## config.mk

```make
export PLATFORM = sky130hd
export DESIGN_NAME = psram_burst_reader
export DESIGN_NICKNAME = d
export VERILOG_FILES = /design/src/rtl/prd_pkg.sv /design/src/rtl/prd_counter.sv /design/src/rtl/prd_capture.sv /design/src/rtl/psram_burst_reader.sv
export SDC_FILE = /design/constraint.sdc
export NUM_CORES = 1
export LEC_CHECK = 0
export ABC_CLOCK_PERIOD_IN_PS = 4200
export BUFFER_PORTS_ARGS = -buffer_cell sky130_fd_sc_hd__buf_2
export CAP_MARGIN = 20
export CELL_PAD_IN_SITES_DETAIL_PLACEMENT = 2
export CELL_PAD_IN_SITES_GLOBAL_PLACEMENT = 2
export CORE_UTILIZATION = 28
export CTS_BUF_LIST = sky130_fd_sc_hd__clkbuf_8
export CTS_CLUSTER_SIZE = 24
export DETAILED_ROUTE_END_ITERATION = 8
export PLACE_DENSITY_LB_ADDON = 0.12
export SLEW_MARGIN = 20
export SYNTH_ARGS = -nofsm -noshare
export SYNTH_HDL_FRONTEND = slang
export SYNTH_SLANG_ARGS = --single-unit
```

## constraint.sdc

```tcl
create_clock -name clk -period 4.2 [get_ports clk]
set_input_delay 0.84 -clock clk [delete_from_list [all_inputs] [get_ports clk]]
set_output_delay 0.84 -clock clk [all_outputs]
set_load 0.01 [all_outputs]
```

## src/rtl/prd_pkg.sv

```systemverilog
package prd_pkg;

  typedef enum logic [2:0] {
    ST_IDLE  = 3'd0,
    ST_ADDR  = 3'd1,
    ST_LAT   = 3'd2,
    ST_DATA  = 3'd3,
    ST_RECOV = 3'd4
  } prd_state_e;

endpackage

```

## src/rtl/prd_counter.sv

```systemverilog
module prd_counter #(
  parameter int W = 4
) (
  input  logic         clk,
  input  logic         rst_n,
  input  logic         clr,
  input  logic         en,
  output logic [W-1:0] cnt
);

  logic [W-1:0] cnt_nx;

  always_comb begin
    cnt_nx = cnt;
    if (clr)     cnt_nx = '0;
    else if (en) cnt_nx = cnt + W'(1);
  end

  always_ff @(posedge clk or negedge rst_n) begin
    if (!rst_n) cnt <= '0;
    else        cnt <= cnt_nx;
  end

endmodule

```

## src/rtl/prd_capture.sv

```systemverilog
module prd_capture #(
  parameter int DW = 16
) (
  input  logic          clk,
  input  logic          rst_n,
  input  logic          take,
  input  logic          last,
  input  logic [DW-1:0] dq_in,
  output logic          rd_valid,
  output logic [DW-1:0] rd_data,
  output logic          rd_last
);

  always_ff @(posedge clk or negedge rst_n) begin
    if (!rst_n) begin
      rd_valid <= 1'b0;
      rd_last  <= 1'b0;
    end else begin
      rd_valid <= take;
      rd_last  <= take & last;
    end
  end

  // data register with explicit clock enable
  always_ff @(posedge clk or negedge rst_n) begin
    if (!rst_n)    rd_data <= '0;
    else if (take) rd_data <= dq_in;
  end

  AST_LAST_SINGLE: assert property (@(posedge clk) disable iff (!rst_n)
    rd_last |=> !rd_last);

endmodule

```

## src/rtl/psram_burst_reader.sv

```systemverilog
module psram_burst_reader
  import prd_pkg::*;
#(
  parameter int AW          = 22,
  parameter int DW          = 16,
  parameter int BE_W        = 2,
  parameter int LATENCY     = 5,
  parameter int BURST_LEN   = 4,
  parameter int CS_HIGH_MIN = 1,
  parameter int MAX_CS_LOW  = 250,
  parameter int WAIT_TO     = 16
) (
  input  logic            clk,
  input  logic            rst_n,
  input  logic            req_go,
  input  logic [AW-1:0]   req_addr,
  output logic            req_ready,
  output logic            busy,
  output logic            rd_valid,
  output logic [DW-1:0]   rd_data,
  output logic            rd_last,
  output logic            tmo_err,
  output logic            lim_err,
  output logic            mem_cs_n,
  output logic            mem_adv_n,
  output logic            mem_oe_n,
  output logic            mem_we_n,
  output logic [BE_W-1:0] mem_be_n,
  output logic [AW-1:0]   mem_addr,
  input  logic            mem_wait_n,
  input  logic [DW-1:0]   mem_dq
);

  localparam int PH_MAX = LATENCY + WAIT_TO + CS_HIGH_MIN;
  localparam int PH_W   = $clog2(PH_MAX + 1);
  localparam int WC_W   = $clog2(BURST_LEN + 1);
  localparam int CS_W   = $clog2(MAX_CS_LOW + 1);

  // reset: asserted asynchronously, released on the clock
  logic [1:0] rst_sync;
  logic       rst_ni;

  always_ff @(posedge clk or negedge rst_n) begin
    if (!rst_n) rst_sync <= 2'b00;
    else        rst_sync <= {rst_sync[0], 1'b1};
  end
  assign rst_ni = rst_sync[1];

  prd_state_e       st_q, st_nx;
  logic [PH_W-1:0]  ph_cnt;
  logic [WC_W-1:0]  wc_cnt;
  logic [CS_W-1:0]  cs_cnt;
  logic             accept, active, in_window, take, last_word, finish;
  logic             tmo_hit, lim_hit, lim_abort;
  logic             tmo_q, lim_q;
  logic             cs_n_q, adv_n_q, oe_n_q;
  logic [BE_W-1:0]  be_n_q;
  logic [AW-1:0]    addr_q;
  logic             act_nx;

  assign accept    = req_go && (st_q == ST_IDLE);
  assign active    = (st_q == ST_ADDR) || (st_q == ST_LAT) || (st_q == ST_DATA);
  assign in_window = (st_q == ST_LAT) && (ph_cnt >= PH_W'(LATENCY - 1));
  assign take      = (in_window || (st_q == ST_DATA)) && mem_wait_n;
  assign last_word = (wc_cnt == WC_W'(BURST_LEN - 1));
  assign finish    = take && last_word;
  assign tmo_hit   = (st_q == ST_LAT) && !mem_wait_n &&
                     (ph_cnt == PH_W'(LATENCY - 1 + WAIT_TO));
  assign lim_hit   = active && !cs_n_q && (cs_cnt == CS_W'(MAX_CS_LOW - 1));

  // next-state logic
  always_comb begin
    st_nx     = st_q;
    lim_abort = 1'b0;
    case (st_q)
      ST_IDLE:  if (accept) st_nx = ST_ADDR;
      ST_ADDR:  st_nx = ST_LAT;
      ST_LAT: begin
        if (finish)       st_nx = ST_RECOV;
        else if (take)    st_nx = ST_DATA;
        else if (tmo_hit) st_nx = ST_RECOV;
      end
      ST_DATA:  if (finish) st_nx = ST_RECOV;
      ST_RECOV: if (ph_cnt == PH_W'(CS_HIGH_MIN - 1)) st_nx = ST_IDLE;
      default:  st_nx = ST_IDLE;
    endcase
    if (lim_hit && !finish && !tmo_hit) begin
      st_nx     = ST_RECOV;
      lim_abort = 1'b1;
    end
  end

  assign act_nx = (st_nx == ST_ADDR) || (st_nx == ST_LAT) || (st_nx == ST_DATA);

  // state and pin registers
  always_ff @(posedge clk or negedge rst_ni) begin
    if (!rst_ni) begin
      st_q    <= ST_IDLE;
      cs_n_q  <= 1'b1;
      adv_n_q <= 1'b1;
      oe_n_q  <= 1'b1;
      be_n_q  <= '1;
      tmo_q   <= 1'b0;
      lim_q   <= 1'b0;
    end else begin
      st_q    <= st_nx;
      cs_n_q  <= !act_nx;
      adv_n_q <= !(st_nx == ST_ADDR);
      oe_n_q  <= !act_nx;
      be_n_q  <= {BE_W{!act_nx}};
      if (accept)       tmo_q <= 1'b0;
      else if (tmo_hit) tmo_q <= 1'b1;
      if (accept)         lim_q <= 1'b0;
      else if (lim_abort) lim_q <= 1'b1;
    end
  end

  always_ff @(posedge clk or negedge rst_ni) begin
    if (!rst_ni)     addr_q <= '0;
    else if (accept) addr_q <= req_addr;
  end

  // phase counter: latency window and recovery time
  prd_counter #(.W(PH_W)) u_phase (
    .clk (clk), .rst_n (rst_ni),
    .clr (st_nx != st_q), .en (1'b1),
    .cnt (ph_cnt)
  );

  // words taken in the current burst
  prd_counter #(.W(WC_W)) u_words (
    .clk (clk), .rst_n (rst_ni),
    .clr (accept), .en (take),
    .cnt (wc_cnt)
  );

  // cycles with chip select low
  prd_counter #(.W(CS_W)) u_cslow (
    .clk (clk), .rst_n (rst_ni),
    .clr (accept), .en (!cs_n_q),
    .cnt (cs_cnt)
  );

  prd_capture #(.DW(DW)) u_cap (
    .clk (clk), .rst_n (rst_ni),
    .take (take), .last (last_word), .dq_in (mem_dq),
    .rd_valid (rd_valid), .rd_data (rd_data), .rd_last (rd_last)
  );

  assign req_ready = (st_q == ST_IDLE);
  assign busy      = (st_q != ST_IDLE);
  assign tmo_err   = tmo_q;
  assign lim_err   = lim_q;
  assign mem_cs_n  = cs_n_q;
  assign mem_adv_n = adv_n_q;
  assign mem_oe_n  = oe_n_q;
  assign mem_be_n  = be_n_q;
  assign mem_we_n  = 1'b1;
  assign mem_addr  = addr_q;

  AST_ADDR_HELD: assert property (@(posedge clk) disable iff (!rst_ni)
    (req_go && busy) |=> $stable(mem_addr));

  AST_ADV_SINGLE: assert property (@(posedge clk) disable iff (!rst_ni)
    !mem_adv_n |=> mem_adv_n);

  AST_BURST_OPENS_WITH_ADV: assert property (@(posedge clk) disable iff (!rst_ni)
    $fell(mem_cs_n) |-> !mem_adv_n);

  AST_CS_GAP: assert property (@(posedge clk) disable iff (!rst_ni)
    $rose(mem_cs_n) |=> mem_cs_n);

  AST_CS_LIMIT: assert property (@(posedge clk) disable iff (!rst_ni)
    !mem_cs_n |-> (cs_cnt < CS_W'(MAX_CS_LOW)));

  AST_TMO_NO_DATA: assert property (@(posedge clk) disable iff (!rst_ni)
    $rose(tmo_err) |-> !rd_valid);

  AST_DATA_ONLY_IN_BURST: assert property (@(posedge clk) disable iff (!rst_ni)
    rd_valid |-> !$past(mem_cs_n));

endmodule

```

Word level (Yosys, flattened, before mapping)
Cells that the tools add are included.
W data, S select, Z words.
{"block": "word_totals", "ff_bits": 66, "in_bits": 42}
{"block": "classes", "order_cmp": 1, "n_mux": 18, "bitwise": 1, "reduce_logical": 27, "add_sub_neg": 3, "eq_ne": 12}
{"operator": "$mux W3", "n": 9}
{"operator": "$mux W8", "n": 2}
{"operator": "$eq A3 B2 Y1 const B", "n": 5}
{"operator": "$pmux W3 S5", "n": 1}
{"operator": "$logic_and A1 B1 Y1", "n": 10}
{"operator": "$add A8 B1 Y8 const B", "n": 1}
{"operator": "$eq A8 B8 Y1 const B", "n": 1}
{"operator": "$eq A3 B1 Y1 const B", "n": 2}
{"operator": "$logic_not A1 Y1", "n": 6}
{"operator": "$reduce_bool A2 Y1", "n": 3}
{"operator": "$add A5 B1 Y5 const B", "n": 1}
{"operator": "$eq A5 B5 Y1 const B", "n": 1}
{"operator": "$ge A5 B3 Y1 const B", "n": 1}
{"operator": "$logic_not A5 Y1", "n": 1}
{"operator": "$logic_or A1 B1 Y1", "n": 5}
{"operator": "$mux W1", "n": 5}
{"operator": "$mux W5", "n": 1}
{"operator": "$add A3 B1 Y3 const B", "n": 1}
{"operator": "$eq A3 B3 Y1 const B", "n": 1}
{"operator": "$logic_not A3 Y1", "n": 1}
{"operator": "$ne A3 B3 Y1", "n": 1}
{"operator": "$reduce_bool A3 Y1", "n": 1}
{"operator": "$ne A2 B2 Y1 const B", "n": 1}
{"operator": "$and A1 B1 Y1", "n": 1}

Logic depth before layout (Yosys ltp)
Gate-level depths: netlist (run 1).
{"block": "depth", "ltp_word": 13, "ltp_mapped": 8, "depth_no_buf": 8}

Modules after synthesis
A second synthesis (run 1) with hierarchy kept.
{"block": "unflattened", "hier_cells": 258, "area_unflattened_um2": 2879.0}
{"mod": "psram_burst_reader", "area_each_um2": 1390.1, "cells_per_inst": 151, "seq_area_each_um2": 778.2, "instances": 1}
{"mod": "prd_capture", "area_each_um2": 703.2, "cells_per_inst": 37, "seq_area_each_um2": 450.4, "instances": 1}
{"mod": "prd_counter (u_cslow)", "area_each_um2": 396.6, "cells_per_inst": 37, "seq_area_each_um2": 200.2, "instances": 1}
{"mod": "prd_counter (u_phase)", "area_each_um2": 252.7, "cells_per_inst": 22, "seq_area_each_um2": 125.1, "instances": 1}
{"mod": "prd_counter (u_words)", "area_each_um2": 136.4, "cells_per_inst": 11, "seq_area_each_um2": 75.1, "instances": 1}

Worst setup path before layout (run 1)
Ideal clock, no wire load.
{"block": "synth_path", "kind": "input port to flip-flop", "startpoint": "in mem_wait_n", "endpoint": "reg u_phase.cnt[0]", "setup_ns": 0.126, "cell_stages": 5, "arrival_ns": 2.025, "path_slack_ns": 2.049, "path_buffers": 0, "path_cell_list": "nor4b_1 > nand4_1 > a2111oi_4 > xor2_2 > nor2_1"}
{"block": "synth_via", "elab_chain_len": 10}
{"element": "from (decl)", "line": "psram_burst_reader.sv:30", "rtl": "input logic mem_wait_n,"}
{"element": "$logic_not A1 Y1", "line": "psram_burst_reader.sv:67", "rtl": "assign tmo_hit = (st_q == ST_LAT) && !mem_wait_n &&"}
{"element": "$logic_and A1 B1 Y1 (2 in series)", "line": "psram_burst_reader.sv:67"}
{"element": "$mux W3", "line": "psram_burst_reader.sv:81", "rtl": "else if (tmo_hit) st_nx = ST_RECOV;"}
{"element": "$mux W3", "line": "psram_burst_reader.sv:80", "rtl": "else if (take) st_nx = ST_DATA;"}
{"element": "$mux W3", "line": "psram_burst_reader.sv:79", "rtl": "if (finish) st_nx = ST_RECOV;"}
{"element": "$pmux W3 S5", "line": "psram_burst_reader.sv:75", "rtl": "case (st_q)"}
{"element": "$mux W3 *", "line": "psram_burst_reader.sv:87", "rtl": "if (lim_hit && !finish && !tmo_hit) begin"}
{"element": "via st_nx[0]", "line": "psram_burst_reader.sv:49", "rtl": "prd_state_e st_q, st_nx;"}
{"element": "$ne A3 B3 Y1 *", "line": "psram_burst_reader.sv:126", "rtl": ".clr (st_nx != st_q), .en (1'b1),"}
{"element": "$mux W5 *", "line": "prd_counter.sv:15", "rtl": "if (clr) cnt_nx = '0;"}
{"element": "via u_phase.cnt_nx[0]", "line": "prd_counter.sv:11", "rtl": "logic [W-1:0] cnt_nx;"}
{"element": "to (signal assigned)", "line": "prd_counter.sv:21", "rtl": "else cnt <= cnt_nx;"}
{"element": "to (decl)", "line": "prd_counter.sv:8", "rtl": "output logic [W-1:0] cnt"}
Mark *: on every way through the listed nets, which the timed path passes. The rest lies on a longest branch.
A chain may end at the register's enable or synchronous reset.

Worst setup path after layout (run 1)
{"block": "layout_path", "startpoint": "reg st_q[0]", "endpoint": "reg u_words.cnt[2]"}
{"block": "layout_via", "elab_chain_len": 5}
{"element": "from (decl)", "line": "psram_burst_reader.sv:49"}
{"element": "from (signal assigned)", "line": "psram_burst_reader.sv:106", "rtl": "st_q <= st_nx;"}
{"element": "$eq A3 B2 Y1", "line": "psram_burst_reader.sv:63", "rtl": "assign in_window = (st_q == ST_LAT) && (ph_cnt >= PH_W'(LATENCY - 1));"}
{"element": "$logic_and A1 B1 Y1", "line": "psram_burst_reader.sv:63"}
{"element": "$logic_or A1 B1 Y1", "line": "psram_burst_reader.sv:64", "rtl": "assign take = (in_window || (st_q == ST_DATA)) && mem_wait_n;"}
{"element": "$logic_and A1 B1 Y1", "line": "psram_burst_reader.sv:64"}
{"element": "$reduce_bool A2 Y1 (no source line)"}
{"element": "to (signal assigned)", "line": "prd_counter.sv:21"}
{"element": "to (decl)", "line": "prd_counter.sv:8"}
Parallel ways exist; a longest one is shown, timed or not.

==> summary.md, run 1 <==
| Metric | Value |
|---|---|
| Met2 usage | `0.259` |
| Share of layout cells above drive strength 1 | `0.302` |
| Final setup violating endpoints | `0` |
| Max-Slew Margin vs Limit | `0.471` |
| Slowest CP cell | `nand3_1` |
| Antenna viol nets, final | `0` |
| Boundary pin count | `92` |
| All-layer global routing usage | `0.159` |
| Pwr Total | `2510 uW` |
| Wire per inst | `14.4 um` |
| Die H | `101 um` |
| Vias in the first global route | `2,459` |
| Die area | `10,300 um2` |
| Multi-input gate area | `1030 um2` |
| Critical-path cell list | `or4_4 > nand3_1 > inv_2 > nor2_1 > nand2_1 > o21ai_0` |
| Met1 usage | `0.196` |
| Area delta synth->final | `27.0%` |
| Grt total ovfl | `0` |
| Cells after Synth | `291` |
| Rows | `35` |
| Main synth FF type | `dfrtp_1` |
| Synth top area cells | `dfrtp_1 57%, nand2_1 17%, ha_1 2.7%, dfstp_2 1.9%, nor2_1 1.9%` |
| Routability cong. | `0.758` |
| Pins Over Slew Limit | `0` |
| TNS Setup | `0 ns` |
| Initial Utilization | `0.294` |
| Hold bufs inserted after CTS | `0` |
| Drc violations | `0` |
| DRT Wirelength | `7.43 mm` |
| CTS resizes | `0` |
| Max Buffers Root-to-Sink | `2` |
| Root buf cell | `clkbuf_8` |
| Final hold vios | `0` |
| Startpoint type of the worst setup path | `flip-flop` |
| Static leakage | `0.00193 uW` |
| First-pass iteration count of the detailed router | `4` |
| Vias after detailed routing | `2,316` |
| Critical path arrival | `2.80 ns` |
| Worst-Margin Slew | `0.791 ns` |
| Synthesis warning total | `0` |
| Fraction of registers with async set or reset after synthesis | `1.00` |
| RSZ-0062 raised after global routing | `no` |
| Met3 Use GR | `0.0469` |
| Initial antenna violation count | `0` |
| Post-CTS Setup Inserts | `0` |
| First-pass GRT wire length | `12.4 mm` |
| EDFF count, synth | `0` |
| Worst min-delay path class | `flip-flop to async pin` |
| WP data required | `4.43 ns` |
| CTS tree | `yes` |
| Crit Path Category | `flip-flop to flip-flop` |
| Crit-path max cell delay | `0.62 ns` |
| Register area | `1630 um2` |
| DP Area | `3330 um2` |
| Worst vdd ir | `0.200 mV` |
| Cell taking the most area after synthesis | `dfrtp_1` |
| Global routing's busiest layer | `met2` |
| Critical path capture point type | `flip-flop` |
| N_diodes | `0` |
| Final HPWL DP | `5.29 mm` |
| Mapped cell area | `2770 um2` |
| Synth unique cells | `40` |
| CTS sink cnt | `65` |
| DR iter-0 viols | `49` |
| Status | `complete, no violations` |
| H-Tree Depth | `3` |
| Fin crit share | `0.612` |
| Pin count of the biggest net entering global routing | `49` |
| Via density | `4.49` |
| Area share of the largest cell type after synthesis | `0.569` |
| Hold slack | `0.208 ns` |
| Fin nets | `430` |
| Synthesized flop and latch total | `65` |
| CTS Buf Count | `9` |
| Maxcap violations | `0` |
| Worst Skew | `0.00950 ns` |
| Max Freq | `389 MHz` |
| Fin area | `3520 um2` |
| Reg clk slew, reported paths | `0.08 ns` |
| Core area | `9420 um2` |
| I/O Buffers | `90` |
| PwrDens | `712 nW/um2` |
| Die Width | `101 um` |
| Avg Synthesized Cell Area | `9.52 um2` |
| Clock Latency Late Sink | `0.34 ns` |
| Core Util, Final | `0.374` |
| Sequential element share of the synthesized area | `0.588` |
| Fill cells | `1,093` |
| Crit path max fanout | `19` |
| Period minus WS final | `2.57 ns` |
power by group:
group / switching (uW) / total, uW / internal (uW) / leakage, uW
clock: 242 / 524 / 282 / 0.000110
combinational: 536 / 908 / 372 / 0.00100
sequential: 189 / 1070 / 884 / 0.000816
total: 966 / 2510 / 1540 / 0.00193
through the flow:
| stage | setup slack [ns] | instances |
|---|---|---|
| floorplan | 2.05 | 292 |
| global placement | 1.60 | 500 |
| detailed placement | 1.54 | 500 |
| CTS | 1.54 | 516 |
| global route | 1.36 | 516 |
| finish | 1.63 | 516 |
final cells by class:
type,instances,share of cell area
sequential,65,0.463
multi-input combinational,202,0.292
timing repair buffer,92,0.132
tap,129,0.0458
clock buffer,10,0.0391
clock inverter,6,0.0146
inverter,12,0.0128
logic make-up (layout without fill, tap and decap cells):
family / count (synthesis) / in the layout / synth area share
and+or+nand+nor: 164 / 164 / 0.258
adders and majority gates: 6 / 6 / 0.0271
AOI/OAI and AO/OA: 21 / 21 / 0.0528
other: 1 / 2 / 0.00135
buffers and inverters: 25 / 120 / 0.0420
xor gates and xnor gates: 9 / 9 / 0.0312
DFF: 65 / 65 / 0.588
final timing paths:
path                            cells past startpoint        endpoint  slack (ns)         from
worst min-delay path                                0   u_cap.rd_last        0.21  rst_sync[1]
worst max register to register                      6  u_words.cnt[2]        1.63      st_q[0]
worst min register to register                      0   u_cap.rd_last        0.21  rst_sync[1]
max in group asynchronous                           1  u_phase.cnt[2]        3.00  rst_sync[1]
min in group clk                                    0     rst_sync[1]        0.36  rst_sync[0]
worst max-delay path                                6  u_words.cnt[2]        1.63      st_q[0]
routing by layer:
layer | vias up | wire length (um)
li1 | 1097 | -
met1 | 1146 | 3240
met2 | 64 | 3580
met3 | 9 | 471
met4 | 0 | 143
met5 | - | 0
critical path, delay by kind of cell (launching register included):
kind | cells | cell delay [ns]
and+or+nand+nor | 4 | 1.52
DFF | 1 | 0.54
buffers and inverters | 1 | 0.33
AOI/OAI and AO/OA | 1 | 0.08
state kept, by name (all words and copies together), names as in the netlist:
signal,count
u_cap.rd_valid,1
mem_be_n,1
u_phase.cnt,5
tmo_err,1
st_q,3
u_cap.rd_data,16
rst_sync,2
lim_err,1
mem_addr,22
u_cap.rd_last,1
u_words.cnt,3
u_cslow.cnt,8
mem_adv_n,1
synthesized netlist by cell type, drive strengths merged, types with 2 or more instances:
master     n
xnor2      3
inv       12
or3        3
nor4b      2
nor2      14
nor2b      3
a2111oi    2
nand3      7
a21oi      6
clkbuf     7
o21ai      8
buf        6
xor2       6
dfstp      2
dfrtp     63
and3       2
nand2    123
nor3       2
nand4      2
ha         6
layout by cell type (no fill, tap or decap), types with 2 or more instances in the layout:
cell type,netlist,layout
a21oi_1,6,6
and3_1,2,2
buf_2,0,90
buf_4,4,2
clkbuf_8,0,10
clkinv_2,0,2
conb_1,1,2
dfrtp_1,63,62
dfstp_2,2,2
ha_1,6,6
inv_1,11,14
nand2_1,122,122
nand3_1,7,7
nand4_1,2,2
nor2_1,14,14
nor2b_1,3,3
o21ai_0,8,8
or3_1,3,3
xnor2_1,3,3
xor2_1,5,5
No activity file was read; power rests on OpenSTA's default activity.
==> run 2, diff against run 1 <==
ABC_CLOCK_PERIOD_IN_PS = 2350   (was 4200)
clock period = 2.35 ns   (was 4.2 ns; I/O delays follow)
==> run 2 against run 1 <==
Die area unchanged. Global-route usage about the same. Sequential share of layout area fell by 1.2 points.
==> summary.md, run 2 (synthesis gave the netlist of run 1 again) <==
| Metric | Value |
|---|---|
| Initial Utilization | `0.294` |
| Met2 usage | `0.276` |
| Area delta synth->final | `30.6%` |
| Commonest non-fill, non-tap cell in the layout | `nand2_1` |
| Via density | `4.50` |
| Die Width | `101 um` |
| CTS sink cnt | `65` |
| CTS tree | `yes` |
| DR iter-0 viols | `82` |
| Fin nets | `434` |
| Critical path capture point type | `flip-flop` |
| Clock Latency Late Sink | `0.34 ns` |
| Min setup slack post-route | `0.235 ns` |
| DRT Wirelength | `7.40 mm` |
| Wire per inst | `14.2 um` |
| Static leakage | `0.00196 uW` |
| RSZ-0062 raised after global routing | `no` |
| Max FFs per register | `22` |
| Maxcap violations | `0` |
| CTS resizes | `0` |
| Core area | `9420 um2` |
| Worst min-delay path class | `flip-flop to async pin` |
| Met1 usage | `0.181` |
| WP data required | `2.55 ns` |
| Period minus WS final | `2.12 ns` |
| Met3 Use GR | `0.0462` |
| All-layer global routing usage | `0.159` |
| Commonest non-fill, non-tap cells in the layout | `122 x nand2_1, 90 x buf_2, 62 x dfrtp_1` |
| Final HPWL DP | `5.19 mm` |
| Root buf cell | `clkbuf_8` |
| Final setup violating endpoints | `0` |
| CTS Buf Count | `9` |
| PwrDens | `1310 nW/um2` |
| Fin crit share | `0.900` |
| First-pass iteration count of the detailed router | `4` |
| TNS Setup | `0 ns` |
| H-Tree Depth | `3` |
| Startpoint type of the worst setup path | `flip-flop` |
| First-pass GRT wire length | `12.4 mm` |
| Status | `complete, no violations` |
| Pins Over Slew Limit | `0` |
| Crit Path Category | `flip-flop to flip-flop` |
| Pin count of the biggest net entering global routing | `64` |
| Rows | `35` |
| Grt total ovfl | `0` |
| Max Buffers Root-to-Sink | `2` |
| Routability cong. | `0.755` |
| Initial antenna violation count | `0` |
| Hold slack | `0.280 ns` |
| Critical path arrival | `2.32 ns` |
| Vias in the first global route | `2,536` |
| Worst vdd ir | `0.421 mV` |
| Crit path max fanout | `10` |
| Max Freq | `473 MHz` |
| Share of layout cells above drive strength 1 | `0.312` |
| R2R depth | `5` |
| Core Util, Final | `0.384` |
| I/O Buffers | `90` |
| Final hold vios | `0` |
| N_diodes | `0` |
| Pwr Total | `4730 uW` |
| Reg clk slew, reported paths | `0.07 ns` |
| Boundary pin count | `92` |
| Worst Skew | `0.0127 ns` |
| Global routing's busiest layer | `met2` |
| Vias after detailed routing | `2,342` |
| Pre-CTS setup slack | `0.279 ns` |
| Die H | `101 um` |
| Die area | `10,300 um2` |
| Antenna viol nets, final | `0` |
| Drc violations | `0` |
[run 2: routing by layer]
| metal | up-vias | wire length (um) | share of wire |
|---|---|---|---|
| met2 | 62 | 3590 | 0.49 |
| li1 | 1104 | - | - |
| met4 | 0 | 127 | 0.017 |
| met5 | - | 0 | 0 |
| met1 | 1168 | 3210 | 0.43 |
| met3 | 8 | 471 | 0.064 |
[run 2: where the power goes]
part | internal [uW] | switching (uW) | total, uW
Clock | 705 | 461 | 1170
Sequential | 1580 | 327 | 1910
Combinational | 682 | 979 | 1660
Total | 2970 | 1770 | 4730
[run 2: per-stage QoR]
| step | area, um2 | std cells |
|---|---|---|
| 3_5_place_dp | 3370 | 503 |
| 5_1_grt | 3620 | 520 |
| 2_1_floorplan | 2780 | 292 |
| 4_1_cts | 3620 | 520 |
| 6_report | 3620 | 520 |
| 3_3_place_gp | 3370 | 503 |
[run 2: what timing repair did]
action                                 in CTS  in global routing
hold buffers                                1                  0
endpoints found under the hold margin       2                  0
buffers inserted                            0                  0
[run 2: layout make-up]
| type | count | area [um2] |
|---|---|---|
| flip-flops and latches | 65 | 1630 |
| clock buffers | 9 | 124 |
| multi-input cells | 202 | 1030 |
| inverters | 12 | 45.0 |
| fillers | 1064 | 5800 |
| clock inverters | 7 | 118 |
| repair buffers | 96 | 510 |
| well taps | 129 | 161 |
[run 2: worst paths after layout]
| check | from | endpoint | slack (ns) |
|---|---|---|---|
| max reg2reg | st_q[0] | u_phase.cnt[2] | 0.23 |
| min | rst_sync[1] | u_phase.cnt[0] | 0.28 |
| max | st_q[0] | u_phase.cnt[2] | 0.23 |
| max in group asynchronous | rst_sync[1] | mem_be_n[0] | 1.75 |
| min in group clk | req_addr[4] | mem_addr[4] | 0.31 |
| min reg2reg | rst_sync[1] | u_phase.cnt[0] | 0.28 |
[run 2: worst max-delay path, stage by stage, from the launching register on]
cell	delay (ns)
dfrtp_1	0.54
nor4b_1	0.41
nand4_1	0.22
a2111oi_4	0.40
xor2_2	0.31
nor2_1	0.10
